--- src/rtl/hspp_pkg.sv ---
package hspp_pkg;

  typedef enum logic [1:0] {
    SEL_DATA_HS = 2'd0,
    SEL_DIR     = 2'd1,
    SEL_CTRL    = 2'd2,
    SEL_DATA_Q  = 2'd3
  } reg_sel_e;

  // CA2 mode: bit2 = output, bit1 = rising polarity (input), bit0 = independent
  typedef enum logic [2:0] {
    C2_IN_FALL  = 3'd0,
    C2_IND_FALL = 3'd1,
    C2_IN_RISE  = 3'd2,
    C2_IND_RISE = 3'd3,
    C2_HANDSHK  = 3'd4,
    C2_STROBE   = 3'd5,
    C2_FIX_LO   = 3'd6,
    C2_FIX_HI   = 3'd7
  } ca2_mode_e;

  localparam int CTRL_W      = 5;
  localparam int CB_CA1_POS  = 0;
  localparam int CB_MODE_LO  = 1;
  localparam int CB_MODE_HI  = 3;
  localparam int CB_LATCH    = 4;

  function automatic logic pick_edge(input logic rising_sel, input logic rise, input logic fall);
    return rising_sel ? rise : fall;
  endfunction

  function automatic logic mode_is_input(input ca2_mode_e m);
    return ~m[2];
  endfunction

  function automatic logic mode_cleared_by_access(input ca2_mode_e m);
    return ~m[2] & ~m[0];
  endfunction

  // next value of a set/clear flag, set has priority
  function automatic logic flag_next(input logic cur, input logic set, input logic clr);
    return set | (cur & ~clr);
  endfunction

endpackage

--- src/rtl/hspp_edge.sv ---
module hspp_edge (
  input  logic clk,
  input  logic rst_n,
  input  logic pin_i,
  output logic rise_o,
  output logic fall_o
);
  logic smp_q;
  logic prv_q;

  // during reset both stages track the pin so release sees no edge
  always_ff @(posedge clk) begin
    if (!rst_n) begin
      smp_q <= pin_i;
      prv_q <= pin_i;
    end else begin
      smp_q <= pin_i;
      prv_q <= smp_q;
    end
  end

  assign rise_o = smp_q & ~prv_q;
  assign fall_o = ~smp_q & prv_q;
endmodule

--- src/rtl/hspp_datapath.sv ---
module hspp_datapath #(
  parameter int W = 8
) (
  input  logic         clk,
  input  logic         rst_n,
  input  logic [W-1:0] pa_i,
  input  logic [W-1:0] wdata_i,
  input  logic         dir_we_i,
  input  logic         out_we_i,
  input  logic         capture_i,
  input  logic         hold_i,
  output logic [W-1:0] dir_o,
  output logic [W-1:0] out_o,
  output logic [W-1:0] lat_o,
  output logic [W-1:0] port_rd_o
);
  logic [W-1:0] dir_q;
  logic [W-1:0] out_q;
  logic [W-1:0] pin_q;
  logic [W-1:0] lat_q;
  logic [W-1:0] in_view;

  function automatic logic [W-1:0] blend(input logic [W-1:0] dir,
                                         input logic [W-1:0] drv,
                                         input logic [W-1:0] inp);
    return (drv & dir) | (inp & ~dir);
  endfunction

  always_ff @(posedge clk) begin
    if (!rst_n) begin
      dir_q <= '0;
      out_q <= '0;
      pin_q <= '0;
      lat_q <= '0;
    end else begin
      pin_q <= pa_i;
      if (dir_we_i)  dir_q <= wdata_i;
      if (out_we_i)  out_q <= wdata_i;
      if (capture_i) lat_q <= pin_q;
    end
  end

  assign in_view   = hold_i ? lat_q : pin_q;
  assign port_rd_o = blend(dir_q, out_q, in_view);
  assign dir_o     = dir_q;
  assign out_o     = out_q;
  assign lat_o     = lat_q;
endmodule

--- src/rtl/hspp_ca2_ctl.sv ---
module hspp_ca2_ctl
  import hspp_pkg::*;
(
  input  logic      clk,
  input  logic      rst_n,
  input  ca2_mode_e mode_i,
  input  logic      rise_i,
  input  logic      fall_i,
  input  logic      data_acc_i,
  input  logic      ca1_edge_i,
  input  logic      clr_i,
  output logic      ca2_o,
  output logic      ca2_oe_o,
  output logic      set_o,
  output logic      flag_o
);
  logic flag_q;
  logic hs_q;
  logic strobe_q;
  logic acc_clr;

  assign set_o   = mode_is_input(mode_i) & pick_edge(mode_i[1], rise_i, fall_i);
  assign acc_clr = mode_cleared_by_access(mode_i) & data_acc_i;

  always_ff @(posedge clk) begin
    if (!rst_n) begin
      flag_q   <= 1'b0;
      hs_q     <= 1'b1;
      strobe_q <= 1'b0;
    end else begin
      flag_q   <= flag_next(flag_q, set_o, acc_clr | clr_i);
      strobe_q <= data_acc_i & (mode_i == C2_STROBE);
      if (mode_i != C2_HANDSHK) hs_q <= 1'b1;
      else if (data_acc_i)      hs_q <= 1'b0;
      else if (ca1_edge_i)      hs_q <= 1'b1;
    end
  end

  always_comb begin
    unique case (mode_i)
      C2_HANDSHK: ca2_o = hs_q;
      C2_STROBE:  ca2_o = ~strobe_q;
      C2_FIX_LO:  ca2_o = 1'b0;
      default:    ca2_o = 1'b1;
    endcase
  end

  assign ca2_oe_o = ~mode_is_input(mode_i);
  assign flag_o   = flag_q;
endmodule

--- src/rtl/hspp_port.sv ---
module hspp_port
  import hspp_pkg::*;
#(
  parameter int W = 8
) (
  input  logic         clk,
  input  logic         rst_n,
  input  logic         cs_i,
  input  logic         rw_i,
  input  logic [1:0]   rs_i,
  input  logic [W-1:0] wdata_i,
  output logic [W-1:0] rdata_o,
  input  logic [W-1:0] pa_i,
  output logic [W-1:0] pa_o,
  output logic [W-1:0] pa_oe_o,
  input  logic         ca1_i,
  input  logic         ca2_i,
  output logic         ca2_o,
  output logic         ca2_oe_o,
  input  logic [1:0]   flag_clr_i,
  output logic         ca1_set_o,
  output logic         ca2_set_o,
  output logic         ca1_flag_o,
  output logic         ca2_flag_o
);
  localparam int PAD_W = W - CTRL_W;

  reg_sel_e          sel;
  logic [CTRL_W-1:0] ctrl_q;
  ca2_mode_e         ca2_mode;
  logic              latch_en;

  // named internal events
  logic data_acc;
  logic quiet_acc;
  logic ctrl_wr;
  logic dir_wr;
  logic out_wr;
  logic ca1_edge;
  logic ca1_rise, ca1_fall;
  logic ca2_rise, ca2_fall;
  logic ca1_flag_q;
  logic lat_capture;
  logic lat_hold;

  logic [W-1:0] dir_v, out_v, lat_q, port_rd;

  assign sel       = reg_sel_e'(rs_i);
  assign data_acc  = cs_i & (sel == SEL_DATA_HS);
  assign quiet_acc = cs_i & (sel == SEL_DATA_Q);
  assign ctrl_wr   = cs_i & ~rw_i & (sel == SEL_CTRL);
  assign dir_wr    = cs_i & ~rw_i & (sel == SEL_DIR);
  assign out_wr    = (data_acc | quiet_acc) & ~rw_i;

  assign ca2_mode  = ca2_mode_e'(ctrl_q[CB_MODE_HI:CB_MODE_LO]);
  assign latch_en  = ctrl_q[CB_LATCH];

  always_ff @(posedge clk) begin
    if (!rst_n) ctrl_q <= '0;
    else if (ctrl_wr) ctrl_q <= wdata_i[CTRL_W-1:0];
  end

  hspp_edge ca1_det_i (
    .clk(clk), .rst_n(rst_n), .pin_i(ca1_i), .rise_o(ca1_rise), .fall_o(ca1_fall)
  );

  hspp_edge ca2_det_i (
    .clk(clk), .rst_n(rst_n), .pin_i(ca2_i), .rise_o(ca2_rise), .fall_o(ca2_fall)
  );

  assign ca1_edge = pick_edge(ctrl_q[CB_CA1_POS], ca1_rise, ca1_fall);

  always_ff @(posedge clk) begin
    if (!rst_n) ca1_flag_q <= 1'b0;
    else        ca1_flag_q <= flag_next(ca1_flag_q, ca1_edge, data_acc | flag_clr_i[0]);
  end

  assign lat_capture = ca1_edge & latch_en & ~ca1_flag_q;
  assign lat_hold    = latch_en & ca1_flag_q;

  hspp_datapath #(.W(W)) dp_i (
    .clk(clk), .rst_n(rst_n), .pa_i(pa_i), .wdata_i(wdata_i),
    .dir_we_i(dir_wr), .out_we_i(out_wr),
    .capture_i(lat_capture), .hold_i(lat_hold),
    .dir_o(dir_v), .out_o(out_v), .lat_o(lat_q), .port_rd_o(port_rd)
  );

  hspp_ca2_ctl ca2_i_ctl (
    .clk(clk), .rst_n(rst_n), .mode_i(ca2_mode),
    .rise_i(ca2_rise), .fall_i(ca2_fall),
    .data_acc_i(data_acc), .ca1_edge_i(ca1_edge), .clr_i(flag_clr_i[1]),
    .ca2_o(ca2_o), .ca2_oe_o(ca2_oe_o), .set_o(ca2_set_o), .flag_o(ca2_flag_o)
  );

  always_comb begin
    rdata_o = '0;
    if (cs_i && rw_i) begin
      unique case (sel)
        SEL_DATA_HS, SEL_DATA_Q: rdata_o = port_rd;
        SEL_DIR:                 rdata_o = dir_v;
        default:                 rdata_o = {{PAD_W{1'b0}}, ctrl_q};
      endcase
    end
  end

  assign pa_o       = out_v;
  assign pa_oe_o    = dir_v;
  assign ca1_set_o  = ca1_edge;
  assign ca1_flag_o = ca1_flag_q;
endmodule

--- config.mk ---
export PLATFORM = sky130hd
export DESIGN_NAME = hspp_port
export DESIGN_NICKNAME = d
export VERILOG_FILES = /design/src/rtl/hspp_pkg.sv /design/src/rtl/hspp_edge.sv /design/src/rtl/hspp_datapath.sv /design/src/rtl/hspp_ca2_ctl.sv /design/src/rtl/hspp_port.sv
export SDC_FILE = /design/constraint.sdc
export NUM_CORES = 1
export LEC_CHECK = 0
export BUFFER_PORTS_ARGS = -buffer_cell sky130_fd_sc_hd__buf_2
export CAP_MARGIN = 15
export CORE_ASPECT_RATIO = 0.7
export CORE_UTILIZATION = 52
export CTS_CLUSTER_SIZE = 12
export DETAILED_ROUTE_END_ITERATION = 6
export MAX_ROUTING_LAYER = met4
export PLACE_DENSITY = 0.8
export REMOVE_ABC_BUFFERS = 1
export SYNTH_ARGS = -nofsm -noshare
export SYNTH_HDL_FRONTEND = slang
export SYNTH_HIERARCHICAL = 1
export SYNTH_SLANG_ARGS = --single-unit
--- constraint.sdc ---
create_clock -name clk -period 1.8 [get_ports clk]
set_input_delay 0.09 -clock clk [delete_from_list [all_inputs] [get_ports clk]]
set_output_delay 0.09 -clock clk [all_outputs]
set_load 0.03 [all_outputs]
-- Word level (Yosys, flattened, before mapping)
Index checks and enable logic that the tools add are counted.
- output and inout bits: 30
- bits in latches: 0
- logic and storage cells: 75
- input bits: 26
- memory bits (read-only): 0
- RAM bits: 0
- memories: 0
- register bits: 45
- add/sub/neg operators: 0
- $mul: 0
- order comparisons: 0
- equality and inequality tests: 7
- bitwise logic cells: 40
- div/mod/pow operators: 0
- reductions and logical operators: 5
- mux-type cells: 10
- shifts and indexed selects: 0
- operator list (operator ; number):
    $and A1 B1 Y1 ; 19
    $and A8 B8 Y8 ; 2
    $mux W8 ; 2
    $pmux W8 S2 ; 1
    $not A1 Y1 ; 12
    $eq A3 B3 Y1 const B ; 3
    $not A8 Y8 ; 1
    $or A8 B8 Y8 ; 1
    $mux W1 ; 6
    $or A1 B1 Y1 ; 5
    $eq A2 B2 Y1 const B ; 2
    $reduce_or A2 Y1 ; 2
    $ne A3 B3 Y1 const B ; 1
    $pmux W1 S3 ; 1
    $eq A2 B1 Y1 const B ; 1
    $logic_not A2 Y1 ; 1
    $reduce_bool A2 Y1 ; 1
    $logic_and A1 B1 Y1 ; 1

-- Logic depth before layout (Yosys ltp)
Gate-level depths: netlist of run 1.
- depth after elaboration: 7
- mapped depth: 7
- mapped depth without buffers: 6

-- Modules after synthesis
Netlist of run 1, hierarchy kept.
- modules (own cells, without submodules) (module ; seq. area each (um2) ; area an instance (um2) ; times used ; cells each):
    hspp_datapath ; 640.6 ; 1291.2 ; 1 ; 119
    hspp_port ; 120.1 ; 571.8 ; 1 ; 67
    hspp_ca2_ctl ; 60.1 ; 151.4 ; 1 ; 20
    hspp_edge ; 40.0 ; 67.6 ; 2 ; 5

-- Worst setup path before layout of run 1
Ideal clock, no wire load.
- path kind: register -> output
- start point: register ca1_flag_q (netlist: ca1_flag_o)
- end point: output port rdata_o[0]
- arrival: 1.812 ns
- stages on the path, launching flop included: 7
- data required time: 1.710 ns
- path buffers: 1
- setup slack: -0.102 ns
- cells stage by stage: dfxtp_1 and2_1 buf_6 mux2i_1 o21ai_1 a221oi_1 nor3_1
- word-level cells in the longest chain between the ends: 6
- RTL lines (item ; line ; RTL):
    start: declaration ; hspp_port.sv:42 ; logic ca1_flag_q;
    start signal: assignment ; hspp_port.sv:75 ; else ca1_flag_q <= flag_next(ca1_flag_q, ca1_edge, data_acc | flag_clr_i[0]);
    $and A1 B1 Y1 ; hspp_port.sv:79 ; assign lat_hold = latch_en & ca1_flag_q;
    via lat_hold ; hspp_port.sv:44 ; logic lat_hold;
    $mux W8 ; hspp_datapath.sv:43 ; assign in_view = hold_i ? lat_q : pin_q;
    $and A8 B8 Y8 ; hspp_datapath.sv:26 ; return (drv & dir) | (inp & ~dir);
    $or A8 B8 Y8 ; hspp_datapath.sv:26 ;
    via port_rd[0] ; hspp_port.sv:46 ; logic [W-1:0] dir_v, out_v, lat_q, port_rd;
    $pmux W8 S2 ; hspp_port.sv:98 ; unique case (sel)
    $mux W8 ; hspp_port.sv:97 ; if (cs_i && rw_i) begin
    end: declaration ; hspp_port.sv:12 ; output logic [W-1:0] rdata_o,
The timed path passes the listed nets, and every way through them passes these cells.

-- Worst setup path after layout of run 1
- start point: register ctrl_q[4]
- end point: output port rdata_o[4]
- word-level cells in the longest chain between the ends: 6
- RTL lines (item ; line ; RTL):
    start: declaration ; hspp_port.sv:29 ; logic [CTRL_W-1:0] ctrl_q;
    start signal: assignment ; hspp_port.sv:60 ; else if (ctrl_wr) ctrl_q <= wdata_i[CTRL_W-1:0];
    $and A1 B1 Y1 ; hspp_port.sv:79 ;
    via lat_hold ; hspp_port.sv:44 ;
    $mux W8 ; hspp_datapath.sv:43 ;
    $and A8 B8 Y8 ; hspp_datapath.sv:26 ;
    $or A8 B8 Y8 ; hspp_datapath.sv:26 ;
    via port_rd[4] ; hspp_port.sv:46 ;
    $pmux W8 S2 ; hspp_port.sv:98 ;
    $mux W8 ; hspp_port.sv:97 ;
The timed path passes the listed nets, and every way through them passes these cells.

==> results of run 1 <==
-- power breakdown --
| part | leakage [uW] | internal, uW | switching, uW |
|---|---|---|---|
| registers | 0.000368 | 1030 | 24.4 |
| clock network | 0.0000443 | 305 | 321 |
| logic | 0.000694 | 129 | 164 |
| total | 0.00111 | 1460 | 509 |
-- layer usage --
metal,vias to the layer above,part of all wire [%]
met5,-,0
met4,0,1.9
met3,10,5.6
met2,57,44
met1,814,49
li1,874,-
-- cells by family (layout without fill, tap and decap cells) --
| kind of cell | count (synthesis) | count (layout) | share of synthesized area (%) |
|---|---|---|---|
| adders and majority gates | 6 | 6 | 3.492 |
| and+or+nand+nor | 89 | 89 | 24.04 |
| AOI/OAI and AO/OA | 25 | 25 | 8.090 |
| muxes | 36 | 36 | 17.23 |
| buffers and inverters | 15 | 85 | 5.238 |
| DFF | 45 | 45 | 41.91 |
-- repair_timing --
action	CTS	global route
setup endpoints to repair	8	7
hold endpoints to repair	9	0
gates cloned	0	0
buffers inserted	2	1
pin swaps	5	11
resized for setup	10	12
hold buffers	9	0
-- cell usage after synthesis, drive strengths merged --
cell type	count	area share (%)
inv	4	0.70
o22ai	1	0.29
a22oi	3	1.0
nand3	5	2.3
and2	11	3.2
or4	1	0.35
mux2i	34	16
o21ai	14	4.1
ha	6	3.5
a221oi	5	2.0
nand2	18	3.1
o21a	1	0.35
nor2b	34	9.9
and3b	2	0.87
nand2b	2	0.58
dfxtp	45	42
a21oi	1	0.23
clkbuf	1	0.23
mux2	2	1.4
buf	10	4.3
nor3	9	2.1
nor3b	2	0.70
nor2	5	0.87
-- worst max-delay path by stage --
stage | from | endpoint | slack, ns | cells after the start
floorplan | ca1_flag_o$_SDFF_PN0_ | rdata_o[0] | -0.25 | 5
global placement | ca1_flag_o$_SDFF_PN0_ | rdata_o[3] | 0.26 | 7
detailed placement | ca1_flag_o$_SDFF_PN0_ | rdata_o[0] | 0.22 | 7
CTS | ca1_flag_o$_SDFF_PN0_ | rdata_o[0] | -0.02 | 7
global route | ctrl_q[4]$_SDFFE_PN0P_ | rdata_o[3] | -0.14 | 7
finish | ctrl_q[4]$_SDFFE_PN0P_ | rdata_o[4] | -0.05 | 7
-- cell usage in the layout (no fill, tap or decap), types with 3 or more instances in the layout --
cell type | netlist | routed
inv_1 | 4 | 4
nor3_1 | 9 | 7
o21ai_1 | 9 | 8
clkbuf_8 | 0 | 6
and2_1 | 11 | 10
dfxtp_1 | 45 | 43
nand3_2 | 5 | 5
dlygate4sd3_1 | 0 | 9
nor2_1 | 5 | 5
a221oi_2 | 0 | 4
o21ai_2 | 5 | 6
buf_4 | 2 | 16
ha_1 | 6 | 6
mux2i_1 | 34 | 32
nor2b_1 | 34 | 34
nand2_1 | 18 | 18
buf_2 | 2 | 47
a22oi_1 | 3 | 3
-- worst max-delay path, cell delays in order, from the launching register on --
cell	delay (ns)
dfxtp_2	0.34
and2_4	0.15
buf_6	0.12
mux2i_2	0.23
o21ai_2	0.09
a221oi_2	0.28
nor3_2	0.07
buf_4	0.18
-- stage by stage --
stage | instances | util (%) | cell area [sq um] | setup slack (ns)
2_1_floorplan | 205 | - | 2052 | -0.2489
3_3_place_gp | 319 | 62.08 | 2450 | 0.2605
3_5_place_dp | 319 | 62.08 | 2450 | 0.2171
4_1_cts | 337 | 67.72 | 2673 | -0.02435
5_1_grt | 338 | 69.12 | 2728 | -0.1386
6_report | 338 | 69.12 | 2728 | -0.04929
-- flip-flops by register name, indices dropped and copies added (netlist names) --
register	flops
ca1_flag_o	1
dp_i/out_o	8
ca2_i_ctl/strobe_q	1
ca1_det_i/prv_q	1
ca2_i_ctl/hs_q	1
dp_i/pin_q	8
ctrl_q	5
dp_i/dir_o	8
ca1_det_i/smp_q	1
ca2_det_i/prv_q	1
ca2_det_i/smp_q	1
dp_i/lat_o	8
ca2_i_ctl/flag_o	1
-- layout make-up --
class,instances,area [sq um]
clock buffer,7,86.33
fill,327,1219
inverter,4,15.01
multi-input combinational,156,1190
sequential,45,903.4
tap,52,65.06
timing repair buffer,74,467.9
==> impl_metrics.py, run 1 <==
metrics = {
    "routing": {
        "drt_iter0_markers": 68,
        "drc_errors": 0,
        "detail_route.wirelength_mm": 4.935,
        "drt_pre_antenna_iters": 4,
        "antenna_violating_nets_post_route": 0,
        "dr_total_vias": 1755,
        "wire_per_inst_um": 14.60,
        "viasPerCell": 5.192,
    },
    "synth": {
        "synth_cell_types": 27,
        "postSynthAreaPerCell_sq_um": 9.952,
        "number_of_instances_in_the_synthesized_netlist": 216,
        "synth_sequential_area_ratio_pct": 41.91,
        "yosys_warnings": 6,
        "netlist_area_sq_um": 2150,
        "synth-seq-cells": 45,
    },
    "min_path": {
        "hold_path.startpoint": "wdata_i[3]",
        "hold-path-cell-count": 3,
        "min_delay_worst_endpoint": "ctrl_q[3]$_SDFFE_PN0P_",
        "worst_hold_path_type": "in2reg",
    },
    "setup_path": {
        "arrival_ns": 1.76,
        "r2r_end": "dp_i/lat_o[1]$_SDFFE_PN0P_",
        "worst-setup-path-type": "reg2out",
        "path_max_fanout": 3,
        "reg2reg_from": "ca1_det_i/smp_q$_DFF_P_",
        "critPathRequiredTime_ns": 1.71,
        "setup.worst_path.end_class": "output pin",
        "ff2ff_path_depth": 6,
        "critPathLaunchType": "register",
        "regToRegSetupSlack_ns": 0.16,
    },
    "pwr": {
        "post-layout-total-power_uw": 1970,
        "power_per_cell_area_nw_per_um2": 722.3,
        "power_leakage_uw": 0.001107,
        "vdd_ir_drop_max_mv": 0.5776,
    },
    "global_route": {
        "grt_first_pass_wirelength_mm": 7.976,
        "top_usage_layer": "met1",
        "grt_antenna_before_repair": 0,
        "grt_max_degree": 47,
        "gr-usage-met3_pct": 5.246,
        "global_route.overflow_total": 0,
        "grt_use_met2_pct": 34.53,
        "grt.total_usage_pct": 24.95,
        "global_route.usage.met1_pct": 35.30,
        "via_count_of_the_first_global_routing_pass": 1638,
    },
    "clocking": {
        "cts.sinks": 45,
        "cts_tree": "built",
        "cts.root.buffer_cell": "clkbuf_8",
        "htree_num_levels": 2,
        "max-clock-path-buffers": 2,
        "insertion_delay_ns": 0.30,
        "cts_made_buffers": 5,
        "clk_transition_reported_paths_ns": 0.08,
    },
    "timing": {
        "timing.final.hold_violations": 0,
        "post-route-min-period_ns": 1.849,
        "timing.final.crit_share_pct": 102.7,
        "worst_slew_margin_rel_pct": 60.76,
        "clock_skew_ns": 0.007006,
        "rsz_0062_raised_after_global_routing": "true",
        "tightestPinTransition_ns": 0.5886,
        "postLayoutSetupSlackWorst_ns": -0.04929,
        "whs_ns": 0.02839,
        "max_freq_mhz": 540.7,
        "fin_tns_setup_ns": -0.08850,
        "setup_viol_count_final": 4,
        "slew_viol_final": 0,
    },
    "die": {
        "die_width_um": 78.85,
        "floorplan.initialDensity_pct": 54.47,
        "die-area_sq_um": 4399,
        "die_y_um": 55.79,
        "placementRows": 19,
        "core_region_area_sq_um": 3946,
        "ios": 56,
    },
    "finish": {
        "layout-area-overhead-vs-synth_pct": 26.89,
        "n_antenna_cell": 0,
        "final_nets": 318,
        "layout-drive-gt1-share_pct": 33.92,
    },
    "place": {
        "gp_congestion": 0.8512,
        "detailedPlacementHpwl_mm": 3.320,
        "place.port_buffers": 55,
    },
    "job": {
        "timing.max_cap.violations": 0,
    },
    "status": {
        "status": "finished with violations",
        "violations": "negative setup slack",
    },
}
(Power assumes the default switching activity.)
==> run 2, diff against run 1 <==
- CORE_UTILIZATION: 52 -> 30
- PLACE_DENSITY: 0.8 -> 0.51
- SKIP_CTS_REPAIR_TIMING: not set -> 1
==> run 2 against run 1 <==
Against the previous run:
- the run ends with negative hold slack, negative setup slack left
- wire length rose by 3.2%
- critical path depth did not move
- via count fell by 4.8%
- global-route usage fell by 10 points
- clock skew rose by 0.0022 ns
- final cell count rose by 11%
- clock-buffer cell count fell by 2
- sequential share of layout area rose by 0.092 points
- first-iteration DRC count fell by 29%
- combinational power fell by 4%
- design area did not move
==> impl_metrics.py, run 2 (synthesis results as in run 1) <==
metrics = {
    "setup_path": {
        "arrival_ns": 1.75,
        "path_max_fanout": 5,
        "critical_path_startpoint": "ca1_flag_o$_SDFF_PN0_",
        "critPathLaunchType": "register",
        "critPathRequiredTime_ns": 1.71,
        "reg2reg_from": "ca1_det_i/smp_q$_DFF_P_",
        "regToRegSetupSlack_ns": 0.01,
        "critical_path.endpoint": "rdata_o[1]",
        "ff2ff_path_depth": 5,
        "setup.worst_path.end_class": "output pin",
        "r2r_end": "dp_i/lat_o[4]$_SDFFE_PN0P_",
        "worst-setup-path-type": "reg2out",
    },
    "timing": {
        "rsz_0062_raised_after_global_routing": "true",
        "setup_viol_count_final": 5,
        "timing.final.hold_violations": 1,
        "post-route-min-period_ns": 1.843,
        "timing.final.crit_share_pct": 102.4,
        "fin_tns_setup_ns": -0.1448,
        "slew_viol_final": 0,
        "max_freq_mhz": 542.7,
        "postLayoutSetupSlackWorst_ns": -0.04270,
        "whs_ns": -0.0001734,
        "clock_skew_ns": 0.009210,
        "worst_slew_margin_rel_pct": 38.61,
        "tightestPinTransition_ns": 0.9168,
    },
    "finish": {
        "n_antenna_cell": 0,
        "layout-area-overhead-vs-synth_pct": 26.89,
        "final_nets": 312,
        "postLayoutCellArea_sq_um": 2728,
        "layout_commonest_cell": "buf_2",
        "most-common-layout-cells": "48 x buf_2, 43 x dfxtp_1, 34 x nor2b_1",
        "layout-drive-gt1-share_pct": 35.23,
    },
    "routing": {
        "drc_errors": 0,
        "routedLengthMet1_mm": 2.743,
        "antenna_violating_nets_post_route": 0,
        "detail_route.wirelength_mm": 5.091,
        "drt_pre_antenna_iters": 4,
        "wire_per_inst_um": 13.58,
        "met2_length_mm": 2.097,
        "dr_total_vias": 1670,
        "highest-signal-layer": "met4",
        "met3RoutedLength_um": 237,
        "drt_iter0_markers": 48,
        "viasPerCell": 4.453,
    },
    "pwr": {
        "vdd_ir_drop_max_mv": 0.2798,
        "power_switching_uw": 527.6,
        "p_int_uw": 1415,
        "p_seq_share_pct": 54.1,
        "post-layout-total-power_uw": 1943,
        "switching_share_pct": 27.16,
        "power_leakage_uw": 0.001081,
        "combPwrFrac_pct": 14.5,
        "power_per_cell_area_nw_per_um2": 712.2,
        "power.clock.fraction_pct": 31.4,
    },
    "place": {
        "gp_congestion": 0.7002,
        "place.port_buffers": 55,
        "placedInstanceArea_sq_um": 2507,
        "detailedPlacementHpwl_mm": 3.699,
        "worst_slack_at_placement_ns": 0.02448,
    },
    "status": {
        "violations": "negative hold slack, negative setup slack",
        "status": "finished with violations",
    },
    "die": {
        "core_region_area_sq_um": 6850,
        "placementRows": 25,
        "ios": 56,
        "die_y_um": 72.82,
        "floorplan.initialDensity_pct": 31.38,
        "die_width_um": 103.2,
        "die-area_sq_um": 7513,
    },
    "clocking": {
        "cts_tree": "built",
        "clk_transition_reported_paths_ns": 0.09,
        "max-clock-path-buffers": 2,
        "insertion_delay_ns": 0.29,
        "cts_made_buffers": 5,
        "cts.root.buffer_cell": "clkbuf_8",
        "cts.sinks": 45,
        "htree_num_levels": 2,
    },
    "global_route": {
        "grt_max_degree": 23,
        "grt.total_usage_pct": 14.54,
        "grt_first_pass_wirelength_mm": 7.866,
        "global_route.overflow_total": 0,
        "grt_antenna_before_repair": 0,
        "via_count_of_the_first_global_routing_pass": 1517,
    },
    "job": {
        "timing.max_cap.violations": 0,
    },
    "min_path": {
        "worst_hold_path_type": "in2reg",
    },
}
[run 2: worst max-delay path, cell delays in order (launching register included)]
cell      delay, ns
dfxtp_4        0.38
and2_4         0.15
buf_8          0.12
mux2i_2        0.22
o21ai_1        0.08
a221oi_1       0.25
nor3_1         0.09
buf_4          0.18
[run 2: area by class of cell]
| cell class | count | area (sq um) |
|---|---|---|
| tap | 94 | 117.6 |
| sequential | 45 | 905.9 |
| clock inverter | 3 | 17.52 |
| inverter | 4 | 15.01 |
| fill | 729 | 4123 |
| timing repair buffer | 68 | 407.9 |
| clock buffer | 5 | 68.82 |
| multi-input combinational | 156 | 1195 |
[run 2: how the worst min path moves through the flow]
stage / from / endpoint / slack, ns / cells past startpoint
floorplan: ca1_i / ca1_det_i/smp_q$_DFF_P_ / 0.12 / 0
global placement: ca2_i / ca2_det_i/smp_q$_DFF_P_ / 0.21 / 1
detailed placement: ca2_i / ca2_det_i/smp_q$_DFF_P_ / 0.21 / 1
CTS: ca2_i / ca2_det_i/smp_q$_DFF_P_ / -0.09 / 1
global route: pa_i[2] / dp_i/pin_q[2]$_SDFF_PN0_ / 0.003 / 2
finish: pa_i[0] / dp_i/pin_q[0]$_SDFF_PN0_ / -0.0002 / 2
[run 2: power by group through the flow]
stage	Combinational, uW	Sequential [uW]	Clock [uW]
2_1_floorplan	127	1090	0
3_3_place_gp	262	1070	0
3_5_place_dp	264	1070	0
4_1_cts	264	1050	632
5_1_grt	308	1060	681
6_report	282	1050	609
[run 2: layer usage]
metal	global-route usage, %	vias up
met1	20.47	748
li1	-	872
met5	-	-
met2	21.41	48
met4	2.817	0
met3	3.161	2
[run 2: through the flow]
step | std cells | utilization (%)
after floorplan | 205 | -
after global placement | 361 | 36.60
after detailed placement | 361 | 36.60
after CTS | 369 | 37.86
after global routing | 375 | 39.82
final | 375 | 39.82
